### config.mk
export PLATFORM = sky130hd
export DESIGN_NAME = core_idle_seq
export DESIGN_NICKNAME = d
export VERILOG_FILES = /design/src/rtl/idle_pkg.sv /design/src/rtl/idle_thread_slot.sv /design/src/rtl/idle_min_resolve.sv /design/src/rtl/idle_seq_fsm.sv /design/src/rtl/core_idle_seq.sv
export SDC_FILE = /design/constraint.sdc
export NUM_CORES = 1
export LEC_CHECK = 0
export BUFFER_PORTS_ARGS = -buffer_cell sky130_fd_sc_hd__buf_4
export CORE_MARGIN = 2
export CORE_UTILIZATION = 40
export DETAILED_ROUTE_END_ITERATION = 7
export PLACE_DENSITY = 0.63
export RECOVER_POWER = 50
export SLEW_MARGIN = 20
export SYNTH_ARGS = -nofsm -noshare
export SYNTH_HDL_FRONTEND = slang
export SYNTH_SLANG_ARGS = --single-unit
### constraint.sdc
create_clock -name clk -period 2.4 [get_ports clk]
set_input_delay 0.24 -clock clk [delete_from_list [all_inputs] [get_ports clk]]
set_output_delay 0.24 -clock clk [all_outputs]
set_load 0.02 [all_outputs]
### src/rtl/idle_pkg.sv
package idle_pkg;
   localparam int CSW = 3;

   typedef enum logic [CSW-1:0] {
      CS_C0  = 3'd0,
      CS_C1  = 3'd1,
      CS_C1E = 3'd2,
      CS_C3  = 3'd3,
      CS_C6  = 3'd4
   } cstate_e;

   typedef enum logic [2:0] {
      SQ_RUN, SQ_FLUSH, SQ_PARK3, SQ_SAVE, SQ_PARK6, SQ_PWRUP, SQ_RESTORE
   } seq_e;

   function automatic cstate_e clip_level(input logic [CSW-1:0] v);
      return (v > 3'd4) ? CS_C6 : cstate_e'(v);
   endfunction
endpackage

### src/rtl/idle_thread_slot.sv
module idle_thread_slot
   import idle_pkg::*;
(
   input  logic            clk,
   input  logic            rst_n,
   input  logic            accept,
   input  logic            req_v,
   input  logic [CSW-1:0]  req_lvl,
   input  logic            req_mw,
   input  logic            irq,
   input  logic            mon_hit,
   output cstate_e         lvl,
   output logic            woke
);
   logic mw_q;

   assign woke = irq | (mon_hit & mw_q & (lvl != CS_C0));

   always_ff @(posedge clk) begin
      if (!rst_n) begin
         lvl  <= CS_C0;
         mw_q <= 1'b0;
      end else if (woke) begin
         lvl  <= CS_C0;
         mw_q <= 1'b0;
      end else if (accept && req_v) begin
         lvl  <= clip_level(req_lvl);
         mw_q <= req_mw;
      end
   end
endmodule

### src/rtl/idle_min_resolve.sv
module idle_min_resolve
   import idle_pkg::*;
#(
   parameter int NTHR = 2
) (
   input  logic [NTHR*CSW-1:0] lvls,
   output cstate_e             lowest
);
   always_comb begin
      lowest = CS_C6;
      for (int t = 0; t < NTHR; t++) begin
         if (lvls[t*CSW +: CSW] < lowest) lowest = cstate_e'(lvls[t*CSW +: CSW]);
      end
   end
endmodule

### src/rtl/idle_seq_fsm.sv
module idle_seq_fsm
   import idle_pkg::*;
(
   input  logic    clk,
   input  logic    rst_n,
   input  cstate_e lowest,
   input  logic    wake,
   input  logic    flush_done,
   input  logic    save_done,
   input  logic    pwr_ok,
   input  logic    restore_done,
   output logic    accept,
   output logic    flush_req,
   output logic    clk_stop,
   output logic    save_req,
   output logic    pwr_off,
   output logic    restore_req,
   output logic    busy,
   output cstate_e core_state
);
   seq_e st, nxt;

   always_comb begin
      nxt = st;
      unique case (st)
         SQ_RUN: begin
            if (!wake && lowest == CS_C3) nxt = SQ_FLUSH;
            else if (!wake && lowest == CS_C6) nxt = SQ_SAVE;
         end
         SQ_FLUSH:   if (wake) nxt = SQ_RUN; else if (flush_done) nxt = SQ_PARK3;
         SQ_PARK3:   if (wake) nxt = SQ_RUN;
         SQ_SAVE:    if (wake) nxt = SQ_RUN; else if (save_done) nxt = SQ_PARK6;
         SQ_PARK6:   if (wake) nxt = SQ_PWRUP;
         SQ_PWRUP:   if (pwr_ok) nxt = SQ_RESTORE;
         SQ_RESTORE: if (restore_done) nxt = SQ_RUN;
         default:    nxt = SQ_RUN;
      endcase
   end

   always_ff @(posedge clk) begin
      if (!rst_n) st <= SQ_RUN;
      else        st <= nxt;
   end

   assign accept      = (st == SQ_RUN);
   assign flush_req   = (st == SQ_FLUSH);
   assign clk_stop    = (st == SQ_PARK3);
   assign save_req    = (st == SQ_SAVE);
   assign pwr_off     = (st == SQ_PARK6);
   assign restore_req = (st == SQ_RESTORE);
   assign busy        = flush_req | save_req | restore_req | (st == SQ_PWRUP);

   always_comb begin
      unique case (st)
         SQ_RUN:   core_state = (lowest >= CS_C3) ? CS_C0 : lowest;
         SQ_PARK3: core_state = CS_C3;
         SQ_PARK6: core_state = CS_C6;
         default:  core_state = CS_C0;
      endcase
   end
endmodule

### src/rtl/core_idle_seq.sv
module core_idle_seq
   import idle_pkg::*;
#(
   parameter int NTHR = 2
) (
   input  logic                clk,
   input  logic                rst_n,
   input  logic [NTHR-1:0]     req_valid,
   input  logic [NTHR*3-1:0]   req_state,
   input  logic [NTHR-1:0]     req_mwait,
   input  logic [NTHR-1:0]     irq,
   input  logic                mon_hit,
   input  logic                snoop,
   input  logic                flush_done,
   input  logic                save_done,
   input  logic                pwr_ok,
   input  logic                restore_done,
   output logic                flush_req,
   output logic                clk_stop,
   output logic                save_req,
   output logic                pwr_off,
   output logic                restore_req,
   output logic                busy,
   output logic [2:0]          core_state,
   output logic [NTHR-1:0]     thr_run
);
   localparam int LVW = NTHR * CSW;

   if (NTHR < 1) begin : g_bad_nthr
      $error("core_idle_seq: NTHR must be at least 1");
   end
   if (CSW != 3) begin : g_bad_csw
      $error("core_idle_seq: level code width must be 3");
   end

   logic [LVW-1:0]  lvls;
   logic [NTHR-1:0] woke;
   logic            accept;
   cstate_e         lowest;
   cstate_e         cs;
   logic            unused_snoop;

   assign unused_snoop = snoop;

   for (genvar t = 0; t < NTHR; t++) begin : g_thr
      cstate_e lvl_t;
      idle_thread_slot i_slot (
         .clk     (clk),
         .rst_n   (rst_n),
         .accept  (accept),
         .req_v   (req_valid[t]),
         .req_lvl (req_state[t*CSW +: CSW]),
         .req_mw  (req_mwait[t]),
         .irq     (irq[t]),
         .mon_hit (mon_hit),
         .lvl     (lvl_t),
         .woke    (woke[t])
      );
      assign lvls[t*CSW +: CSW] = lvl_t;
      assign thr_run[t]         = (lvl_t == CS_C0);
   end

   idle_min_resolve #(.NTHR(NTHR)) i_res (
      .lvls   (lvls),
      .lowest (lowest)
   );

   idle_seq_fsm i_fsm (
      .clk          (clk),
      .rst_n        (rst_n),
      .lowest       (lowest),
      .wake         (|woke),
      .flush_done   (flush_done),
      .save_done    (save_done),
      .pwr_ok       (pwr_ok),
      .restore_done (restore_done),
      .accept       (accept),
      .flush_req    (flush_req),
      .clk_stop     (clk_stop),
      .save_req     (save_req),
      .pwr_off      (pwr_off),
      .restore_req  (restore_req),
      .busy         (busy),
      .core_state   (cs)
   );

   assign core_state = cs;
endmodule

==> summary.md <==
| Metric | Value |
|---|---|
| R2R Setup Slk | `0.52 ns` |
| Die area | `2590 µm²` |
| Final Power | `around 0.40 mW` |
| CTS tree | `built` |
| DRT met1 WL | `1040 µm` |
| Top Metal Used | `met3` |
| Initial Utilization | `43.4%` |
| Via-to-Cell Ratio | `5.26` |
| FILL cells | `slightly below 200` |
| Yosys warning count | `0` |
| Hold WC Path Type | `in2reg` |
| Largest vdd supply drop | `319 µV` |
| Worst Path Arrival | `between 2 and 2.5 ns` |
| Worst path cell trace | `inv_1, ha_4, a21oi_2, a2111o_1, nand3_2, nand2b_1, o21ai_0, buf_4` |
| Final Setup Violations | `0` |
| Power density over the cells | `approximately 330 nW/µm²` |
| Die extent in x | `50.9 µm` |
| Worst-skew pair later-pin latency | `0.26 ns` |
| Worst setup EP type | `output pin` |
| Synth cell types | `35` |
| Setup tns final | `0 ns` |
| H-tree Lvls | `1` |
| Nets@finish | `roughly 180` |
| Final Hold Vio Count | `0` |
| Post-synth top area share | `25.1%` |
| Setup crit start kind | `register` |
| Cell count after placement | `174` |
| GRT Total Usage | `17.2%` |
| P_leak | `0.502 nW` |
| Asr flop ratio synth | `0%` |
| Post-synth top flop | `dfxtp_1` |
| Mux cell area share after synthesis | `~2.3%` |
| Hold_sp | `req_mwait[0]` |
| Util after Layout | `about three fifths` |
| R2r startpoint | `g_thr[0].i_slot.lvl[2]$_SDFFE_PP0P_` |
| Sequential fraction of the synthesis area | `between 20% and 30%` |
| Fin crit period | `~2.3 ns` |
| Count leader, synth | `nand2_1` |
| Via count | `936` |
| Design Area, Final | `1190 µm²` |
| Max-Cap Viols | `0` |
| Antenna cells | `0` |
| Deepest clock path buffer count | `2` |
| Worst Path Class, Setup | `reg2out` |
| DR WL/cell | `11.8 µm` |
| Antenna violations before repair | `0` |
| Wire length on met2 | `951 µm` |
| Post-Synth Adder-Cell Area | `4.27%` |
| Status | `finished, final reports clean` |
| CTS root buf | `clkbuf_4` |
| Clock net sink count | `11` |
| Remaining antenna violation count | `0` |
| Hold EP | `g_thr[0].i_slot.mw_q$_SDFFE_PP0P_` |
| Critical Path RT | `2.16 ns` |
| Ports | `31` |
| Post-route setup slack | `about 0.14 ns` |
| Simple-Gate Fraction of Synth Area | `36.3%` |
| GP Congestion | `0.794` |
| Hpwl dp | `about 1700 µm` |
| Fin Hold WS | `0.227 ns` |
| Cells after Synth | `118` |
| CTS Buf Count | `3` |
| Die height | `50.9 µm` |
| GR Overflow Total | `0` |
| CP max FO | `5` |
| Non-filler cells, final | `178` |
| F_max | `443 MHz` |
| Vias in the first global route | `789` |
| Compound-Gate Fraction of Synth Area | `24.9%` |
| Slew of the pin with the lowest slew margin | `0.371 ns` |
| Synth top cells by count | `nand2_1, a21oi_1, dfxtp_1` |
| Clk slew on worst S/H paths | `0.06 ns` |
| Global-route wire length before repair | `~3500 µm` |
| Yosys top cell by area | `dfxtp_1` |
| Pre-CTS WS | `0.226 ns` |
| Mapped Area | `878 µm²` |
| Post-Syn Nets | `approximately 140` |
| DP Area | `1130 µm²` |
| Post-Route Skew | `0.00395 ns` |
| Layout cells sized above 1 | `29.8%` |
| Largest family of logic cells by synthesized area | `simple AND/OR/NAND/NOR gates` |
| Critical Path Max Stage Delay | `0.45 ns` |
| Seq cells post-synth | `11` |
| DR WL met3 | `111 µm` |
| Initial DRC count | `23` |
| Final wirelength | `2100 µm` |
| Router iterations before antenna repair | `4` |
| XOR/XNOR Fraction of Synth Area | `1.99%` |
| Remaining DRCs | `0` |
| Slew HR | `between 70 and 80%` |
| Max Slew Vio Count | `0` |
| Syn Area/Cell | `7.44 µm²` |
| Final period utilization | `a little over nine tenths` |
| Pin count of the biggest net entering global routing | `12` |
| Worst hold stages | `3` |
| R2R depth | `8` |
| CP max stage cell | `a2111o_1` |
| RSZ-0062 raised after global routing | `false` |
| Area growth, synth to finish | `36.0%` |
| Synth area leaders | `dfxtp_1, nand2_1, a21oi_1, o21ai_0, and2_1` |
| Reg-to-Reg End | `i_fsm.st[1]$_SDFFE_PN0P_` |
| Core area | `roughly 2000 µm²` |
| IO buf count | `29` |
| Placement row count | `16` |
| Post-synth EDFFs | `0` |
-- power breakdown --
group	internal, mW	switching [mW]	total (mW)
Sequential	0.186	0.00472	0.191
Clock	0.0642	0.0573	0.122
Combinational	0.0432	0.0404	0.0836
-- what timing repair did --
item                                    CTS  global route
hold buffers                              0             0
pin swaps                                 0             2
gates resized for setup                   2             6
endpoints found under the setup margin    2             2
setup buffers                             0             0
-- sequential cells by signal (all words and copies together) (netlist names) --
register and cells:
i_fsm.st 3, g_thr.i_slot.mw_q 2, g_thr.i_slot.lvl 6
-- worst max-delay path: cells and delay by family, from the launching register on --
family,cells,cell delay [ns]
adder cells (fa/ha/maj),1,0.30
flip-flops,1,0.36
buffers and inverters,2,0.26
AND/OR/NAND/NOR,2,0.24
AO/OA/AOI/OAI,3,0.60
-- kinds of logic after synthesis --
| group | count (synthesis) |
|---|---|
| compound gates | 31 |
| xor+xnor | 2 |
| fa+ha+maj | 3 |
| buf+inv | 9 |
| flops | 11 |
| mux | 2 |
| simple gates | 60 |
-- placed cells by master, fill, tap and decap left out, types with 3 or more instances in the layout --
| cell | count |
|---|---|
| a21oi_1 | 10 |
| o21ai_0 | 8 |
| nor2_1 | 10 |
| and2_0 | 3 |
| clkbuf_1 | 4 |
| dfxtp_1 | 10 |
| buf_4 | 30 |
| nand2_1 | 21 |
| and2_1 | 3 |
| nand3b_1 | 4 |
| nor3_1 | 4 |
| inv_1 | 5 |
| nor2b_1 | 3 |
| clkbuf_4 | 3 |
-- worst max path at each step --
stage / start / endpoint / slack (ns) / depth (start not counted)
3_5_place_dp: g_thr[0].i_slot.lvl[2]$_SDFFE_PP0P_ / core_state[0] / 0.23 / 9
2_1_floorplan: g_thr[0].i_slot.lvl[2]$_SDFFE_PP0P_ / core_state[0] / 0.13 / 7
6_report: g_thr[0].i_slot.lvl[2]$_SDFFE_PP0P_ / core_state[0] / 0.14 / 8
5_1_grt: g_thr[1].i_slot.lvl[1]$_SDFFE_PP0P_ / core_state[0] / 0.006 / 7
4_1_cts: g_thr[0].i_slot.lvl[2]$_SDFFE_PP0P_ / core_state[0] / 0.02 / 8
3_3_place_gp: g_thr[0].i_slot.lvl[2]$_SDFFE_PP0P_ / core_state[1] / 0.28 / 8
-- routing by layer --
layer | track usage (%) | vias to the layer above
met4 | 2.70 | 0
li1 | - | 489
met1 | 25.2 | 420
met2 | 26.5 | 27
met5 | 0 | -
met3 | 3.51 | 0
-- layout make-up --
class	instances	area, µm²	share of cell area, %
Tap cell	27	33.8	2.83
Sequential cell	11	221	18.5
Multi-Input combinational cell	98	658	55.1
Clock buffer	4	26.3	2.20
Timing Repair Buffer	33	236	19.8
Inverter	5	18.8	1.57
Power figures use the tool's default switching activity.
